## src/rtl/serprog_pkg.sv

```systemverilog
// Shared types and constants for the serial programming master.
// Assumes a 6-bit command field and a 14-bit data word.
package serprog_pkg;
    localparam int CMD_W  = 6;
    localparam int DATA_W = 14;
    localparam logic [CMD_W-1:0] CODE_READ = 6'b000100;
    localparam logic [CMD_W-1:0] CODE_INC  = 6'b000110;

    typedef enum logic [2:0] {
        ST_IDLE,
        ST_SETTLE,
        ST_VPP,
        ST_VDD,
        ST_CMD,
        ST_READ
    } st_t;
endpackage

```

## src/rtl/serprog_tick.sv

```systemverilog
// Half-period tick generator. Emits one tick every div+1 cycles while run
// is high. Restarts from zero whenever run is low, so the first tick of a
// run comes exactly div+1 cycles after run rises.
module serprog_tick #(
    parameter int DIV_W = 8
) (
    input  logic             clk,
    input  logic             rst_n,
    input  logic             run,
    input  logic [DIV_W-1:0] div,
    output logic             tick
);
    logic [DIV_W-1:0] cnt;

    assign tick = run && (cnt == div);

    // Count cycles within a half-period.
    always_ff @(posedge clk) begin
        if (!rst_n || !run || tick) cnt <= '0;
        else                        cnt <= cnt + 1'b1;
    end
endmodule

```

## src/rtl/serprog_shift.sv

```systemverilog
// Command and read shift registers. The command register loads a code and
// presents its LSB, shifting right once per finished bit. The receive
// register shifts new bits in at the top, so an LSB-first word ends up aligned.
module serprog_shift
    import serprog_pkg::*;
(
    input  logic              clk,
    input  logic              rst_n,
    input  logic              tx_load,
    input  logic [CMD_W-1:0]  tx_code,
    input  logic              tx_shift,
    input  logic              rx_sample,
    input  logic              sdat_in,
    output logic              tx_bit,
    output logic [DATA_W-1:0] rx_next
);
    logic [CMD_W-1:0]  tx_sr;
    logic [DATA_W-1:0] rx_sr;

    assign tx_bit  = tx_sr[0];
    assign rx_next = {sdat_in, rx_sr[DATA_W-1:1]};

    // Load or advance the outgoing command.
    always_ff @(posedge clk) begin
        if (!rst_n)        tx_sr <= '0;
        else if (tx_load)  tx_sr <= tx_code;
        else if (tx_shift) tx_sr <= {1'b0, tx_sr[CMD_W-1:1]};
    end

    // Gather incoming bits.
    always_ff @(posedge clk) begin
        if (!rst_n)         rx_sr <= '0;
        else if (rx_sample) rx_sr <= rx_next;
    end
endmodule

```

## src/rtl/serprog_seq.sv

```systemverilog
// Run sequencer: settle, rail entry, then per word read command, kept slot,
// increment command, discarded slot. One phase lasts one tick. Within a bit
// state an even tick count means clock high and an odd count means clock low.
module serprog_seq
    import serprog_pkg::*;
#(
    parameter int CNT_W      = 12,
    parameter int SETTLE_PER = 1024,
    parameter int VPP_PER    = 256,
    parameter int VDD_PER    = 64
) (
    input  logic              clk,
    input  logic              rst_n,
    input  logic              start,
    input  logic [CNT_W-1:0]  word_count,
    input  logic              tick,
    input  logic [DATA_W-1:0] rx_next,
    input  logic              tx_bit,
    output logic              tx_load,
    output logic [CMD_W-1:0]  tx_code,
    output logic              tx_shift,
    output logic              rx_sample,
    output logic              sclk,
    output logic              sdat_oe,
    output logic              sdat_out,
    output logic              vpp_en,
    output logic              vdd_en,
    output logic              busy,
    output logic [DATA_W-1:0] word_data,
    output logic              word_valid,
    output logic [CNT_W-1:0]  word_addr
);
    localparam int M1   = (SETTLE_PER > VPP_PER) ? SETTLE_PER : VPP_PER;
    localparam int M2   = (M1 > VDD_PER) ? M1 : VDD_PER;
    localparam int LONG = (M2 > DATA_W) ? M2 : DATA_W;
    localparam int TW   = $clog2(2 * LONG) + 1;

    st_t             st;
    logic [TW-1:0]   cnt;
    logic [TW-1:0]   last;
    logic            inc_ph;
    logic [CNT_W-1:0] left;
    logic            end_st;
    logic            bit_end;
    logic            in_bits;

    // Final tick index of the current state.
    always_comb begin
        case (st)
            ST_SETTLE: last = TW'(2 * SETTLE_PER - 1);
            ST_VPP:    last = TW'(2 * VPP_PER - 1);
            ST_VDD:    last = TW'(2 * VDD_PER - 1);
            ST_CMD:    last = TW'(2 * CMD_W - 1);
            ST_READ:   last = TW'(2 * DATA_W - 1);
            default:   last = '0;
        endcase
    end

    assign end_st  = tick && (cnt == last);
    assign bit_end = tick && cnt[0];
    assign in_bits = (st == ST_CMD) || (st == ST_READ);

    assign tx_load = end_st && (((st == ST_VDD) && (left != '0)) ||
                                ((st == ST_READ) && !(inc_ph && (left == CNT_W'(1)))));
    assign tx_code   = ((st == ST_READ) && !inc_ph) ? CODE_INC : CODE_READ;
    assign tx_shift  = bit_end && (st == ST_CMD);
    assign rx_sample = bit_end && (st == ST_READ);

    assign sclk     = in_bits && !cnt[0];
    assign sdat_oe  = (st == ST_CMD);
    assign sdat_out = (st == ST_CMD) && tx_bit;
    assign vdd_en   = (st == ST_VDD) || in_bits;
    assign vpp_en   = (st == ST_VPP) || vdd_en;
    assign busy     = (st != ST_IDLE);

    // State, tick count, word bookkeeping and capture.
    always_ff @(posedge clk) begin
        if (!rst_n) begin
            st         <= ST_IDLE;
            cnt        <= '0;
            inc_ph     <= 1'b0;
            left       <= '0;
            word_addr  <= '0;
            word_data  <= '0;
            word_valid <= 1'b0;
        end else begin
            word_valid <= 1'b0;
            if (st == ST_IDLE) begin
                cnt    <= '0;
                inc_ph <= 1'b0;
                if (start) begin
                    st        <= ST_SETTLE;
                    left      <= word_count;
                    word_addr <= '0;
                end
            end else if (end_st) begin
                cnt <= '0;
                case (st)
                    ST_SETTLE: st <= ST_VPP;
                    ST_VPP:    st <= ST_VDD;
                    ST_VDD:    st <= (left == '0) ? ST_IDLE : ST_CMD;
                    ST_CMD: begin
                        st <= ST_READ;
                        if (inc_ph) word_addr <= word_addr + 1'b1;
                    end
                    default: begin
                        if (!inc_ph) begin
                            word_valid <= 1'b1;
                            word_data  <= rx_next;
                            inc_ph     <= 1'b1;
                            st         <= ST_CMD;
                        end else begin
                            inc_ph <= 1'b0;
                            left   <= left - 1'b1;
                            st     <= (left == CNT_W'(1)) ? ST_IDLE : ST_CMD;
                        end
                    end
                endcase
            end else if (tick) begin
                cnt <= cnt + 1'b1;
            end
        end
    end
endmodule

```

## src/rtl/serprog_master.sv

```systemverilog
// Top of the serial programming master. Latches the divider setting at an
// accepted start and ties together the tick generator, the sequencer and
// the shift registers. Assumes sdat_in is already synchronous to clk.
module serprog_master
    import serprog_pkg::*;
#(
    parameter int DIV_W      = 8,
    parameter int CNT_W      = 12,
    parameter int SETTLE_PER = 1024,
    parameter int VPP_PER    = 256,
    parameter int VDD_PER    = 64
) (
    input  logic              clk,
    input  logic              rst_n,
    input  logic              start,
    input  logic [CNT_W-1:0]  word_count,
    input  logic [DIV_W-1:0]  half_div,
    input  logic              sdat_in,
    output logic              sclk,
    output logic              sdat_oe,
    output logic              sdat_out,
    output logic              vpp_en,
    output logic              vdd_en,
    output logic              busy,
    output logic [DATA_W-1:0] word_data,
    output logic              word_valid,
    output logic [CNT_W-1:0]  word_addr
);
    logic [DIV_W-1:0]  div_q;
    logic              tick;
    logic              tx_load;
    logic [CMD_W-1:0]  tx_code;
    logic              tx_shift;
    logic              rx_sample;
    logic              tx_bit;
    logic [DATA_W-1:0] rx_next;

    // Hold the divider setting for the whole run.
    always_ff @(posedge clk) begin
        if (!rst_n)              div_q <= '0;
        else if (start && !busy) div_q <= half_div;
    end

    serprog_tick #(.DIV_W(DIV_W)) u_tick (
        .clk   (clk),
        .rst_n (rst_n),
        .run   (busy),
        .div   (div_q),
        .tick  (tick)
    );

    serprog_seq #(
        .CNT_W      (CNT_W),
        .SETTLE_PER (SETTLE_PER),
        .VPP_PER    (VPP_PER),
        .VDD_PER    (VDD_PER)
    ) u_seq (
        .clk        (clk),
        .rst_n      (rst_n),
        .start      (start),
        .word_count (word_count),
        .tick       (tick),
        .rx_next    (rx_next),
        .tx_bit     (tx_bit),
        .tx_load    (tx_load),
        .tx_code    (tx_code),
        .tx_shift   (tx_shift),
        .rx_sample  (rx_sample),
        .sclk       (sclk),
        .sdat_oe    (sdat_oe),
        .sdat_out   (sdat_out),
        .vpp_en     (vpp_en),
        .vdd_en     (vdd_en),
        .busy       (busy),
        .word_data  (word_data),
        .word_valid (word_valid),
        .word_addr  (word_addr)
    );

    serprog_shift u_shift (
        .clk       (clk),
        .rst_n     (rst_n),
        .tx_load   (tx_load),
        .tx_code   (tx_code),
        .tx_shift  (tx_shift),
        .rx_sample (rx_sample),
        .sdat_in   (sdat_in),
        .tx_bit    (tx_bit),
        .rx_next   (rx_next)
    );
endmodule

```

## config.mk

```make
export PLATFORM = sky130hd
export DESIGN_NAME = serprog_master
export DESIGN_NICKNAME = d
export VERILOG_FILES = /design/src/rtl/serprog_pkg.sv /design/src/rtl/serprog_tick.sv /design/src/rtl/serprog_shift.sv /design/src/rtl/serprog_seq.sv /design/src/rtl/serprog_master.sv
export SDC_FILE = /design/constraint.sdc
export NUM_CORES = 1
export LEC_CHECK = 0
export BUFFER_PORTS_ARGS = -buffer_cell sky130_fd_sc_hd__buf_2
export CAP_MARGIN = 40
export CORE_ASPECT_RATIO = 0.8
export CORE_MARGIN = 4
export CORE_UTILIZATION = 45
export CTS_CLUSTER_DIAMETER = 50
export DETAILED_ROUTE_END_ITERATION = 8
export GPL_TIMING_DRIVEN = 0
export PLACE_DENSITY_LB_ADDON = 0.15
export SLEW_MARGIN = 20
export SYNTH_ARGS = -nofsm -noshare
export SYNTH_HDL_FRONTEND = slang
export SYNTH_SLANG_ARGS = --single-unit
export TNS_END_PERCENT = 1
```

## constraint.sdc

```tcl
create_clock -name clk -period 5.5 [get_ports clk]
set_input_delay 0 -clock clk [delete_from_list [all_inputs] [get_ports clk]]
set_output_delay 0 -clock clk [all_outputs]
set_load 0.01 [all_outputs]
```

==> impl_metrics.ini <==
[sta]
holdWs_ns = 0.0103
finalCriticalPeriod_ns = 2.57
fin_skew_ns = 0.00682
relSlewSlack_pct = 51.7
hold_viol = 0
setup_viol = 0
worst_pin_slew_ns = 0.721
clock.fmax_ghz = 0.389
rsz0062_at_grt = no
tns_ns = 0
maxSlewViolCount = 0
period_share_pct = 46.8

[floorplanning]
die-area_um2 = 11100
io_pins = 57
dieWidth_um = 117
initial_core_util_pct = 46.5
die_y_um = 95.0
core-area_um2 = 9150
rows = 31

[clocking]
holdBufCountCts = 14
cts_num_sinks = 87
clock_path_buffers = 2
cts_setup_buffers = 0
cts_tree = yes
worstSkewPairLatency_ns = 0.34
cts_resized = 0
clkTransAtPathRegs_ns = 0.06
htreeDepth = 3
cts_made_buffers = 9
cts_root_buf = clkbuf_16

[logic_synthesis]
async_flop_share_pct = 0
synth_edf_count = 0
netlist-cell-type-count = 52
yosys-top-cells-area = dfxtp_1 (41%), a21oi_1 (6.8%), nand2_1 (6.8%)
ys_seq_area_share_pct = 40.9
synth.yosys.warnings = 0
synth.avg_cell_area_um2 = 8.06
synth_top_area_share_pct = 40.9
synth_nets = 557
syn-cell-area_um2 = 4250
ys_ff_latch = 87
synth_flop_cell = dfxtp_1
yosysTopAreaCell = dfxtp_1
syn_inst = 528

[worst_setup_path]
arrival_ns = 2.80
critPathLaunchType = register
worstSetupEndpointType = register
max_stage_delay_ns = 0.42
crit_chain = buf_2 > nor3_2 > clkbuf_1 > nand2_1 > nand2_1 > clkbuf_1 > o21ai_0 > a22o_1
crit_required_ns = 5.73
path_buf_inv = 3
cp_max_fo = 10
worst_path_max_delay_cell = clkbuf_1
startpoint = u_seq.st[2]$_SDFFE_PN0P_
crit_family = buffers and inverters
rr_startpoint = u_seq.st[2]$_SDFFE_PN0P_
path_class = register to register

[finish]
layout_commonest_cell = dfxtp_1
area_growth_pct = 20.3
drive_gt1_share_pct = 14.0
layout_common_cells = dfxtp_1 (87), nand2_1 (77), buf_2 (60), a21oi_1 (58), nor2_1 (43)
register_area_um2 = 1740
nFillCells = 854
num-nets-final = 637
diodes = 0
multiInputGateArea_um2 = 2330

[route]
vias = 4120
wl_per_cell_um = 15.3
drc = 0
drt_iter0_markers = 330
vias_per_cell = 5.66
ant_nets = 0
first_pass_iters = 5
routed_wl_um = 11100

[global_routing]
grt_max_degree = 17
grt_pass1_wl_um = 17700
antenna_found_initial = 0
grt_pass1_vias = 3529
grt.overflow.total = 0
grtUsageTotal_pct = 20.4

[placed_design]
port-buffer-count = 55
place.gp.congestion = 0.844
dp_hpwl_um = 7920

[run]
cap_violations = 0

[power_and_ir_drop]
ir_drop_mv = 0.210
powerDensity_nw_per_um2 = 294
p_leak_nw = 2.05

[status]
status = completed

[worst_hold_path]
hold_path_class = input pin to register
worstHoldStart = word_count[9]
## cell type report
| class | instances | share of cell area, % |
|---|---|---|
| Inverter | 8 | 0.587 |
| Multi-Input combinational cell | 397 | 45.5 |
| Sequential cell | 87 | 34.0 |
| Clock buffer | 10 | 4.48 |
| Clock inverter | 6 | 1.44 |
| Tap cell | 115 | 2.81 |
| Buffer | 36 | 3.06 |
| Timing Repair Buffer | 69 | 8.12 |
## tightest hold or removal path, delay by kind of cell
kind                   cells  cell delay (ns)
buffers and inverters      1             0.08
AOI/OAI and AO/OA          2             0.24
## power breakdown
part / switching (mW) / total, mW / internal (mW)
sequential: 0.0176 / 0.667 / 0.650
combinational: 0.135 / 0.216 / 0.0810
clock: 0.259 / 0.619 / 0.359
total: 0.412 / 1.50 / 1.09
## registers in the layout, summed over array words and instances (netlist names), 3 cells and up
register and count:
u_seq.cnt 12, u_seq.word_addr 12, u_shift.tx_sr 3, u_seq.left 12
div_q 8, u_seq.word_data 14, u_tick.cnt 8, u_seq.st 3
u_shift.rx_sr 13
## logic make-up (layout without fill, tap and decap cells)
| kind of cell | count (synthesis) | count (layout) | share of synthesized area (%) |
|---|---|---|---|
| compound gates | 129 | 129 | 19.3 |
| xor+xnor | 28 | 28 | 5.76 |
| fa+ha+maj | 5 | 5 | 1.47 |
| buf+inv | 44 | 129 | 4.38 |
| flops | 87 | 87 | 40.9 |
| mux | 7 | 7 | 1.68 |
| simple gates | 228 | 228 | 26.4 |
## routing by layer
layer	wire length (um)	up-vias	GRT usage, %
met5	0	-	0
met4	88	0	4.78
met3	712	8	5.89
met2	4730	128	29.7
met1	5580	1921	29.7
li1	-	2063	-
## synthesized netlist by cell type, drive strengths merged (2+ instances only)
| library cell | n |
|---|---|
| a211oi | 2 |
| a21o | 2 |
| a21oi | 59 |
| a221o | 8 |
| a221oi | 2 |
| a22o | 9 |
| a31oi | 4 |
| and2 | 2 |
| and3 | 15 |
| and4 | 6 |
| buf | 7 |
| clkbuf | 29 |
| dfxtp | 87 |
| ha | 5 |
| inv | 8 |
| mux2i | 6 |
| nand2 | 77 |
| nand2b | 5 |
| nand3 | 33 |
| nand3b | 2 |
| nand4 | 12 |
| nand4b | 2 |
| nor2 | 43 |
| nor3 | 10 |
| nor3b | 2 |
| nor4 | 5 |
| o21ai | 22 |
| o31a | 2 |
| o31ai | 10 |
| or2 | 2 |
| or3 | 3 |
| or4 | 7 |
| xnor2 | 5 |
| xor2 | 23 |
## metrics by stage
| stage | util (%) | total power [mW] | cells | setup slack (ns) | cell area (um2) |
|---|---|---|---|---|---|
| 5_1_grt | 55.9 | 1.57 | 728 | 2.68 | 5120 |
| 3_3_place_gp | 51.1 | 0.881 | 698 | 2.98 | 4670 |
| 6_report | 55.9 | 1.50 | 728 | 2.93 | 5120 |
| 4_1_cts | 55.9 | 1.52 | 728 | 2.93 | 5120 |
| 3_5_place_dp | 51.1 | 0.885 | 698 | 2.95 | 4670 |
| 2_1_floorplan | - | 0.827 | 528 | 3.45 | 4250 |
## worst paths after layout
check	to	slack, ns	depth (start not counted)
worst max register to register	u_seq.left[5]$_SDFFE_PN0P_	2.93	8
worst min-delay path	u_seq.left[9]$_SDFFE_PN0P_	0.01	3
worst min register to register	u_shift.tx_sr[2]$_SDFFE_PN0P_	0.46	2
worst max-delay path	u_seq.left[5]$_SDFFE_PN0P_	2.93	8
(Power assumes the default switching activity.)
